**src/rtl/cellseq_pkg.sv**
```systemverilog
// Package: shared widths, opcode and state encodings for the cell sequencer.
// Assumes a 24-bit instruction with the opcode in the top four bits.
package cellseq_pkg;
    localparam int PC_W    = 7;
    localparam int INSTR_W = 24;
    localparam int CNT_W   = 8;
    localparam int CFG_W   = 16;
    localparam int CTL_W   = 12;
    localparam int MASK_W  = 8;

    typedef enum logic [3:0] {
        OP_NOP   = 4'd0,
        OP_CFG   = 4'd1,
        OP_CTL   = 4'd2,
        OP_JMP   = 4'd3,
        OP_JZ    = 4'd4,
        OP_LOOPS = 4'd5,
        OP_LOOPE = 4'd6,
        OP_HALT  = 4'd7,
        OP_RST   = 4'd8,
        OP_LD    = 4'd9
    } opcode_e;

    typedef enum logic [1:0] {
        ST_HALT  = 2'd0,
        ST_FETCH = 2'd1,
        ST_EXEC  = 2'd2,
        ST_WAIT  = 2'd3
    } seq_state_e;

    typedef struct packed {
        opcode_e              op;
        logic [PC_W-1:0]      target;
        logic [PC_W-1:0]      loop_n;
        logic [CNT_W-1:0]     wait_n;
        logic [CFG_W-1:0]     word16;
        logic [CTL_W-1:0]     ctl;
        logic [MASK_W-1:0]    mask;
    } instr_t;
endpackage

```
**src/rtl/cellseq_decode.sv**
```systemverilog
// Module: splits a raw instruction word into its fields.
// Assumes undefined opcodes behave as no-operation.
module cellseq_decode
    import cellseq_pkg::*;
(
    input  logic [INSTR_W-1:0] word,
    output instr_t             fields
);
    // Purpose: map opcode bits and slice fixed field positions.
    always_comb begin
        case (word[INSTR_W-1 -: 4])
            4'd1:    fields.op = OP_CFG;
            4'd2:    fields.op = OP_CTL;
            4'd3:    fields.op = OP_JMP;
            4'd4:    fields.op = OP_JZ;
            4'd5:    fields.op = OP_LOOPS;
            4'd6:    fields.op = OP_LOOPE;
            4'd7:    fields.op = OP_HALT;
            4'd8:    fields.op = OP_RST;
            4'd9:    fields.op = OP_LD;
            default: fields.op = OP_NOP;
        endcase
        fields.target = word[PC_W-1:0];
        fields.loop_n = word[PC_W-1:0];
        fields.wait_n = word[CNT_W-1:0];
        fields.word16 = word[CFG_W-1:0];
        fields.ctl    = word[CNT_W +: CTL_W];
        fields.mask   = word[CNT_W +: MASK_W];
    end
endmodule

```
**src/rtl/cellseq_loopctr.sv**
```systemverilog
// Module: hardware loop counter for the loop start / loop end pair.
// Assumes load and step are never asserted together.
module cellseq_loopctr #(
    parameter int W = 7
) (
    input  logic         clk,
    input  logic         rst_n,
    input  logic         load,
    input  logic [W-1:0] load_val,
    input  logic         step,
    output logic         again
);
    logic [W-1:0] cnt;

    assign again = (cnt > W'(1));

    // Purpose: hold, load or count down the remaining iterations.
    always_ff @(posedge clk) begin
        if (!rst_n)
            cnt <= '0;
        else if (load)
            cnt <= load_val;
        else if (step)
            cnt <= again ? cnt - W'(1) : '0;
    end

    AST_LOOP_DECREMENT: assert property (@(posedge clk) disable iff (!rst_n)
        (step && !load && cnt > W'(1)) |=> (cnt == $past(cnt) - W'(1)));
    AST_LOOP_EXIT_CLEARS: assert property (@(posedge clk) disable iff (!rst_n)
        (step && !load && cnt <= W'(1)) |=> (cnt == '0));
endmodule

```
**src/rtl/cellseq_waitctr.sv**
```systemverilog
// Module: down-counter for control repeats and reset stalls.
// Assumes the sequencer loads it only from the execute state.
module cellseq_waitctr #(
    parameter int W = 8
) (
    input  logic         clk,
    input  logic         rst_n,
    input  logic         load,
    input  logic [W-1:0] load_val,
    output logic         busy,
    output logic         last
);
    logic [W-1:0] cnt;

    assign busy = (cnt != '0);
    assign last = (cnt == W'(1));

    // Purpose: load the remaining stall cycles and count them away.
    always_ff @(posedge clk) begin
        if (!rst_n)
            cnt <= '0;
        else if (load)
            cnt <= load_val;
        else if (busy)
            cnt <= cnt - W'(1);
    end

    AST_WAIT_COUNTS_DOWN: assert property (@(posedge clk) disable iff (!rst_n)
        (busy && !load) |=> (cnt == $past(cnt) - W'(1)));
endmodule

```
**src/rtl/cellseq_top.sv**
```systemverilog
// Module: per-cell program sequencer. Fetches from a one-cycle-latency
// program memory, executes one instruction per fetch/execute pair and
// drives datapath strobes. Assumes host_start is a single-cycle pulse.
module cellseq_top
    import cellseq_pkg::*;
(
    input  logic               clk,
    input  logic               rst_n,
    output logic               pm_rd_en,
    output logic [PC_W-1:0]    pm_addr,
    input  logic [INSTR_W-1:0] pm_rdata,
    input  logic               cond_in,
    input  logic               host_start,
    output logic               status,
    output logic               cfg_valid,
    output logic [CFG_W-1:0]   cfg_data,
    output logic               ctl_valid,
    output logic [CTL_W-1:0]   ctl_data,
    output logic               rst_valid,
    output logic [MASK_W-1:0]  rst_mask,
    output logic               ld_valid,
    output logic [CFG_W-1:0]   ld_data
);
    seq_state_e        state;
    logic [PC_W-1:0]   pc;
    logic [PC_W-1:0]   resume;
    logic [CTL_W-1:0]  held_ctl;
    logic              hold_is_ctl;
    instr_t            dec;
    logic              exec;
    logic              loop_again;
    logic              wc_load, wc_busy, wc_last;
    logic [CNT_W-1:0]  wc_val;
    logic              ctl_long, rst_stall;
    logic [PC_W-1:0]   pc_next;

    cellseq_decode u_dec (
        .word   (pm_rdata),
        .fields (dec)
    );

    cellseq_loopctr #(.W(PC_W)) u_loop (
        .clk      (clk),
        .rst_n    (rst_n),
        .load     (exec && dec.op == OP_LOOPS),
        .load_val (dec.loop_n),
        .step     (exec && dec.op == OP_LOOPE),
        .again    (loop_again)
    );

    cellseq_waitctr #(.W(CNT_W)) u_wait (
        .clk      (clk),
        .rst_n    (rst_n),
        .load     (wc_load),
        .load_val (wc_val),
        .busy     (wc_busy),
        .last     (wc_last)
    );

    // Purpose: execute-phase qualifiers and wait counter load value.
    always_comb begin
        exec      = (state == ST_EXEC);
        pc_next   = pc + PC_W'(1);
        ctl_long  = (dec.op == OP_CTL) && (dec.wait_n > CNT_W'(1));
        rst_stall = (dec.op == OP_RST) && (dec.wait_n != '0);
        wc_load   = exec && (ctl_long || rst_stall);
        wc_val    = ctl_long ? dec.wait_n - CNT_W'(1) : dec.wait_n;
    end

    // Purpose: sequencer state, program counter and resume address.
    always_ff @(posedge clk) begin
        if (!rst_n) begin
            state       <= ST_HALT;
            pc          <= '0;
            resume      <= '0;
            held_ctl    <= '0;
            hold_is_ctl <= 1'b0;
        end else begin
            case (state)
                ST_HALT: begin
                    if (host_start) begin
                        pc    <= resume;
                        state <= ST_FETCH;
                    end
                end
                ST_FETCH: state <= ST_EXEC;
                ST_EXEC: begin
                    state <= ST_FETCH;
                    case (dec.op)
                        OP_JMP:   pc <= dec.target;
                        OP_JZ:    pc <= cond_in ? pc_next : dec.target;
                        OP_LOOPE: pc <= loop_again ? dec.target : pc_next;
                        OP_HALT: begin
                            resume <= dec.target;
                            state  <= ST_HALT;
                        end
                        OP_CTL: begin
                            if (ctl_long) begin
                                held_ctl    <= dec.ctl;
                                hold_is_ctl <= 1'b1;
                                state       <= ST_WAIT;
                            end else begin
                                pc <= pc_next;
                            end
                        end
                        OP_RST: begin
                            if (rst_stall) begin
                                hold_is_ctl <= 1'b0;
                                state       <= ST_WAIT;
                            end else begin
                                pc <= pc_next;
                            end
                        end
                        default:  pc <= pc_next;
                    endcase
                end
                ST_WAIT: begin
                    if (wc_last) begin
                        pc    <= pc_next;
                        state <= ST_FETCH;
                    end
                end
                default: state <= ST_HALT;
            endcase
        end
    end

    // Purpose: memory port, status and datapath strobes.
    always_comb begin
        pm_rd_en  = (state == ST_FETCH);
        pm_addr   = pc;
        status    = (state == ST_HALT);
        cfg_valid = exec && dec.op == OP_CFG;
        cfg_data  = dec.word16;
        ld_valid  = exec && dec.op == OP_LD;
        ld_data   = dec.word16;
        rst_valid = exec && dec.op == OP_RST;
        rst_mask  = dec.mask;
        ctl_valid = (exec && dec.op == OP_CTL) || (state == ST_WAIT && hold_is_ctl);
        ctl_data  = (state == ST_WAIT) ? held_ctl : dec.ctl;
    end

    AST_FETCH_THEN_EXEC: assert property (@(posedge clk) disable iff (!rst_n)
        pm_rd_en |=> (!pm_rd_en && $stable(pm_addr)));
    AST_HALT_HOLDS: assert property (@(posedge clk) disable iff (!rst_n)
        (status && !host_start) |=> (status && $stable(pm_addr)));
    AST_START_RESUMES: assert property (@(posedge clk) disable iff (!rst_n)
        (status && host_start) |=> (!status && pm_rd_en && pm_addr == $past(resume)));
    AST_RUN_IGNORES_START: assert property (@(posedge clk) disable iff (!rst_n)
        (!status && !exec) |=> !status);
    AST_JZ_TAKEN: assert property (@(posedge clk) disable iff (!rst_n)
        (exec && dec.op == OP_JZ && !cond_in) |=> (pm_addr == $past(dec.target)));
    AST_WAIT_HAS_COUNT: assert property (@(posedge clk) disable iff (!rst_n)
        (state == ST_WAIT) |-> wc_busy);
    AST_ONE_STROBE: assert property (@(posedge clk) disable iff (!rst_n)
        $onehot0({cfg_valid, ctl_valid, rst_valid, ld_valid}));
endmodule

```
**config.mk**
```make
export PLATFORM = sky130hd
export DESIGN_NAME = cellseq_top
export DESIGN_NICKNAME = d
export VERILOG_FILES = /design/src/rtl/cellseq_pkg.sv /design/src/rtl/cellseq_decode.sv /design/src/rtl/cellseq_loopctr.sv /design/src/rtl/cellseq_waitctr.sv /design/src/rtl/cellseq_top.sv
export SDC_FILE = /design/constraint.sdc
export NUM_CORES = 1
export LEC_CHECK = 0
export ABC_AREA = 1
export BUFFER_PORTS_ARGS = -buffer_cell sky130_fd_sc_hd__clkbuf_2
export CORE_ASPECT_RATIO = 1.1
export CORE_MARGIN = 2
export CORE_UTILIZATION = 35
export CTS_BUF_LIST = sky130_fd_sc_hd__clkbuf_8
export CTS_CLUSTER_SIZE = 28
export DETAILED_ROUTE_END_ITERATION = 16
export PLACE_DENSITY = 0.6
export SLEW_MARGIN = 20
export SYNTH_ARGS = -nofsm -noshare
export SYNTH_HDL_FRONTEND = slang
export SYNTH_SLANG_ARGS = --single-unit
```
**constraint.sdc**
```tcl
create_clock -name clk -period 3.1 [get_ports clk]
set_clock_uncertainty 0.2 [all_clocks]
set_input_delay 0.465 -clock clk [delete_from_list [all_inputs] [get_ports clk]]
set_output_delay 0.465 -clock clk [all_outputs]
set_load 0.01 [all_outputs]
```
==> results of run 1 <==
layer usage:
layer | up-vias | GRT usage | share of wire
met4 | 0 | 0.0548 | 0.018
met2 | 105 | 0.307 | 0.46
met1 | 1650 | 0.242 | 0.48
met3 | 17 | 0.0240 | 0.046
met5 | - | 0 | 0
li1 | 1837 | - | -
worst max-delay path, delay by kind of cell (launching register included):
family | cells | cell delay, ps
adder cells (fa/ha/maj) | 1 | 320
flip-flops | 1 | 380
AND/OR/NAND/NOR | 2 | 250
buffers and inverters | 2 | 630
cell families after synthesis:
kind of cell / Yosys count / share of synthesized area
adder cells (fa/ha/maj): 12 / 0.0438
AO/OA/AOI/OAI: 77 / 0.121
flip-flops: 44 / 0.257
AND/OR/NAND/NOR: 299 / 0.366
XOR/XNOR: 15 / 0.0384
buffers and inverters: 114 / 0.173
area by class of cell:
type | instances | area (um^2)
fillers | 1082 | 5630
multi-input cells | 403 | 1950
flip-flops and latches | 44 | 881
repair buffers | 98 | 505
inverters | 59 | 221
well taps | 117 | 146
clock buffers | 5 | 68.8
clock inverters | 3 | 38.8
flip-flops by register name, summed over array words and instances, names as in the netlist:
signal       count
held_ctl        12
u_wait.cnt       8
pm_addr          7
resume           7
u_loop.cnt       7
hold_is_ctl      1
state            2
placed cells by master, fill, tap and decap left out, drive strengths merged, types with 4 or more instances in the layout:
cell    Yosys  final
o22ai       4      4
dfxtp      44     44
a31oi       4      4
nor2       81     81
nor3       11     11
buf        47      6
nand3      35     35
inv        58     59
xor2       12     12
o21ai      38     38
nand2     163    163
clkbuf      8     97
ha         12     12
nand4       6      6
a21oi      24     24
worst max-delay path by stage:
stage                                startpoint                    endpoint  slack [ps]  depth (start not counted)
after detailed placement            pm_rdata[0]     pm_addr[6]$_SDFFE_PN0P_         640                         10
final                     state[0]$_SDFFE_PN0P_                 ctl_data[3]         540                          5
after global routing      state[0]$_SDFFE_PN0P_                 ctl_data[4]         340                          5
after CTS                 state[1]$_SDFFE_PN0P_                 ctl_data[5]         530                          5
after floorplan           state[0]$_SDFFE_PN0P_                   cfg_valid         940                          6
after global placement              pm_rdata[0]  u_wait.cnt[6]$_SDFFE_PN0P_         750                         11
where the power goes:
part / total [mW] / internal, mW / switching [mW] / leakage, nW
clock network: 0.453 / 0.237 / 0.216 / 0.0593
logic: 0.590 / 0.223 / 0.367 / 1.60
registers: 0.674 / 0.619 / 0.0544 / 0.358
metrics by stage:
step                      hold WS (ps)  instances   util  instance area (um^2)
after detailed placement           258        721  0.392                  3710
after global routing               236        729  0.404                  3810
final                              210        729  0.404                  3810
after global placement             252        721  0.392                  3710
after CTS                          210        729  0.404                  3810
after floorplan                    229        561      -                  3430
==> out/qor.yml, run 1 <==
hold_path:
  min_path_cells: 3
  hp-start: "pm_rdata[16]"
  hold_path.class: "primary input to register"
  min_to: "held_ctl[8]$_SDFFE_PN0P_"
critical_path:
  r2r_start: "state[0]$_SDFFE_PN0P_"
  worstReg2RegEnd: "pm_addr[0]$_SDFFE_PN0P_"
  r2r_slack_ps: 720
  crit_required_ps: 2430
  critPathLaunchType: "register"
  crit_type: "register to primary output"
  cpPeakStageDelay_ps: 500
  cp_max_fo: 17
  rr_worst_depth: 8
  cp-end-kind: "primary output"
  crit_path_frequent_cell: "nand2_1"
  slowest_stage: "clkinv_1"
  worstPathArrival_ps: 1900
  crit_chain: "ha_1 > clkinv_1 > nand2_1 > nand2_1 > clkbuf_2"
pwr:
  ir_worst_vdd_mv: 0.211
  pwr_density_cell_mw_per_mm2: 450
  leakage_nw: 2.02
  power_mw: 1.72
cts:
  cts_buffers: 5
  cts_resized: 0
  h-tree-depth: 2
  clk_pin_slew_ps: 90
  postCtsSetupRepairBufs: 0
  clk_latency_ps: 310
  cts_hold_buf: 0
  cts_tree: "built"
  root_buffer: "clkbuf_8"
  clk_path_buf_depth: 2
  cts_sinks: 44
finish:
  nets: 651
  drive_above_1_share: 0.203
  n_antenna_cell: 0
  syn_to_final_growth_pct: 11.3
global_route:
  grt_start_max_net_pins: 20
  antenna_found_initial: 0
  grt_overflow: 0
  grt_usage: 0.182
  grt_pass1_wl_um: 15900
  grt_pass1_vias: 3402
route:
  wl_um: 9670
  antenna_left: 0
  viasPerCell: 4.95
  wire_per_inst_um: 13.3
  drc: 0
  vias: 3609
  drt_first_pass_iters: 4
  drt_first_iter_violations: 217
placement:
  globalplace.congestion: 0.893
  io_buffers: 92
  dp_hpwl_um: 7420
  pre_cts_ws_ps: 635
yosys:
  syn_area_per_cell_um2: 6.11
  synth_fp_nets: 601
  yosysTopAreaCell: "dfxtp_1"
  yosys_warnings: 0
  synth_cells: 561
  synth_flop_cell: "dfxtp_1"
  synth-edff-count: 0
  synth_top_area_share: 0.257
  yosysMostFrequentCell: "nand2_1"
  synth_area_mm2: 0.00343
  seq_area_frac_synth: 0.257
  netlist_top_cells_count: "160 x nand2_1, 72 x nor2_1, 53 x inv_1"
  synth_seq_cells: 44
  async_flop_share: 0
  synth_area_leaders: "dfxtp_1 26%, nand2_1 18%, buf_4 8.8%, nor2_1 7.9%, inv_1 5.8%"
  yosysUniqueCellTypes: 36
timing:
  maxSlewViolCount: 0
  rsz0062_at_grt: "no"
  worst_slack_ps: 539
  slew_headroom: 0.641
  period_needed_ps: 2560
  setup_viol: 0
  fin_crit_sh: 0.826
  max_freq_mhz: 390
  tns_ps: 0
  hold_viol_final: 0
  worst_pin_slew_ps: 535
floorplanning:
  die-width_um: 98.3
  dieHeight_um: 108
  start_util: 0.363
  pin_count: 93
  rows: 37
  dieArea_mm2: 0.0106
  core_mm2: 0.00944
status:
  status: "complete, no violations"
flow_run:
  cap_violations: 0
Note: power is estimated with default switching activity, not from simulation.
==> inputs of run 2 (changes only) <==
--- a/config.mk
+++ b/config.mk
@@ -13,7 +13,7 @@
 export CTS_BUF_LIST = sky130_fd_sc_hd__clkbuf_8
 export CTS_CLUSTER_SIZE = 28
 export DETAILED_ROUTE_END_ITERATION = 16
-export PLACE_DENSITY = 0.6
+export PLACE_DENSITY = 0.62
 export SLEW_MARGIN = 20
 export SYNTH_ARGS = -nofsm -noshare
 export SYNTH_HDL_FRONTEND = slang
==> constraint.sdc (replaced) <==
create_clock -name clk -period 2.17 [get_ports clk]
set_clock_uncertainty 0.2 [all_clocks]
set_input_delay 0.3255 -clock clk [delete_from_list [all_inputs] [get_ports clk]]
set_output_delay 0.3255 -clock clk [all_outputs]
set_load 0.01 [all_outputs]
==> run 2 against run 1 <==
Via count increased by 1.9%. Non-clock buffer count increased by 17. Cell count up 2.3%. Worst hold slack got worse by 150 ps. Sequential share of layout area down 0.85 points. Critical path depth unchanged. Die area unchanged. Global-route usage barely moved. Register-to-register slack got worse by 570 ps. Wire length increased by 0.42%. Worst setup slack got worse by 440 ps. Flip-flop and latch count unchanged. Critical endpoint is now cfg_valid.
==> out/qor.yml, run 2 (synthesis results as in run 1) <==
status:
  status: "complete, no violations"
finish:
  layout_common_cells: "160 x nand2_1, 92 x clkbuf_2, 72 x nor2_1, 53 x inv_1, 44 x dfxtp_1"
  syn_to_final_growth_pct: 15.6
  n_antenna_cell: 0  # unchanged
  reg.largest.list: "held_ctl: 12 flops, u_wait.cnt: 8 flops"
  final_common_cell: "nand2_1"
  max_flop_register: "held_ctl"
  drive_above_1_share: 0.229  # +0.0263
  nets: 668  # +2.6%
  largest_reg_flops: 12  # unchanged
route:
  viasPerCell: 4.93  # -0.46%
  drt_first_iter_violations: 154  # -29%
  wl_um: 9720  # +0.42%
  drt_first_pass_iters: 4  # unchanged
  antenna_left: 0  # unchanged
  wire_per_inst_um: 13.0  # -1.9%
  drc: 0  # unchanged
  vias: 3676  # +1.9%
cts:
  clk_pin_slew_ps: 90  # about the same
  root_buffer: "clkbuf_8"
  clk_path_buf_depth: 2  # unchanged
  cts_hold_buf: 0  # unchanged
  cts_buffers: 5  # unchanged
  cts_sinks: 44  # unchanged
  h-tree-depth: 2  # unchanged
  cts_tree: "built"
  clk_latency_ps: 300  # about the same
floorplanning:
  dieHeight_um: 108  # unchanged
  dieArea_mm2: 0.0106  # unchanged
  core_mm2: 0.00944  # unchanged
  pin_count: 93  # unchanged
  rows: 37  # unchanged
  die-width_um: 98.3  # unchanged
  start_util: 0.363  # unchanged
timing:
  rsz0062_at_grt: "no"
  slew_headroom: 0.639  # -0.00265
  maxSlewViolCount: 0  # unchanged
  setup_viol: 0  # unchanged
  tns_ps: 0  # unchanged
  fin_crit_sh: 0.956
  max_freq_mhz: 482
  hold_viol_final: 0  # unchanged
  period_needed_ps: 2070
  worst_pin_slew_ps: 541  # +6.70 ps
global_route:
  grt_usage: 0.182  # -0.000421
  grt_pass1_vias: 3402  # unchanged
  antenna_found_initial: 0  # unchanged
  grt_start_max_net_pins: 15  # -25%
  grt_pass1_wl_um: 15900  # -0.35%
  grt_overflow: 0  # unchanged
critical_path:
  worstPathArrival_ps: 1550  # -350 ps
  cp-end-kind: "primary output"
  crit_required_ps: 1640  # -790 ps
  slowest_stage: "dfxtp_1"
  crit_path_start: "state[0]$_SDFFE_PN0P_"
  cp_max_fo: 6  # -11
  crit_chain: "inv_1 > ha_1 > nand2_1 > nor4_1 > clkbuf_2"
  r2r_slack_ps: 150  # -570 ps
  critPathLaunchType: "register"
  r2r_start: "state[0]$_SDFFE_PN0P_"
  crit_type: "register to primary output"
  cpPeakStageDelay_ps: 350  # -150 ps
placement:
  dp_hpwl_um: 7760  # +4.5%
  io_buffers: 92  # unchanged
  globalplace.congestion: 0.918  # +2.8%
pwr:
  leakage_nw: 2.10  # +4.1%
  ir_worst_vdd_mv: 0.256  # +22%
  power_mw: 2.52  # +47%
  pwr_density_cell_mw_per_mm2: 637  # +41%
hold_path:
  hold_path.class: "primary input to register"
  hp-start: "pm_rdata[19]"
flow_run:
  cap_violations: 0  # unchanged
[run 2: cell count changes in the layout (fill, tap and decap cells not counted)]
cell,previous run,this run
ha_2,0,1
inv_1,54,53
clkinv_1,1,0
clkinv_4,0,1
clkbuf_8,5,6
ha_1,12,11
buf_4,6,23
[run 2: cell type report]
type	instances	area (um^2)
Fill cell	1048	5490
Timing Repair Buffer	115	633
Multi-Input combinational cell	403	1950
Tap cell	117	146
Clock inverter	2	38.8
Inverter	59	223
Sequential cell	44	881
Clock buffer	6	82.6
[run 2: per-layer routing]
| metal | vias up | wire, um | track usage |
|---|---|---|---|
| met5 | - | 0 | 0 |
| met4 | 0 | 225 | 0.0538 |
| met3 | 23 | 576 | 0.0247 |
| met2 | 140 | 4400 | 0.300 |
| met1 | 1645 | 4510 | 0.247 |
| li1 | 1868 | - | - |
[run 2: metrics by stage]
step / util / hold WS (ps) / instances / setup slack (ps) / area [um^2]
5_1_grt: 0.419 / 80.3 / 746 / 2.18 / 3960
3_5_place_dp: 0.406 / 261 / 738 / 83.5 / 3830
6_report: 0.419 / 61.8 / 746 / 95.7 / 3960
4_1_cts: 0.419 / 59.0 / 746 / 84.0 / 3960
3_3_place_gp: 0.406 / 254 / 738 / 131 / 3830
2_1_floorplan: - / 229 / 561 / 145 / 3430
[run 2: critical path, delay by kind of cell (launching register included)]
kind                     cells  cell delay (ps)
buffers and inverters        2              280
AND/OR/NAND/NOR              2              290
adder cells (fa/ha/maj)      1              330
flip-flops                   1              350
[run 2: repair_timing]
item	in CTS	in global routing
gates resized for setup	1	1
buffers inserted	0	0
endpoints found under the setup margin	12	3
pin swaps	0	0
[run 2: worst paths after layout]
kind                                end  cells after the start
max reg2reg  u_wait.cnt[6]$_SDFFE_PN0P_                      8
min           held_ctl[11]$_SDFFE_PN0P_                      3
max                           cfg_valid                      5
min reg2reg      resume[4]$_SDFFE_PN0P_                      2
[run 2: power by group]
part           internal, mW  leakage (nW)  switching [mW]  total (mW)
combinational         0.342          1.68           0.525       0.867
clock                 0.377        0.0614           0.321       0.699
sequential            0.885         0.358          0.0704       0.955
total                  1.60          2.10           0.916        2.52
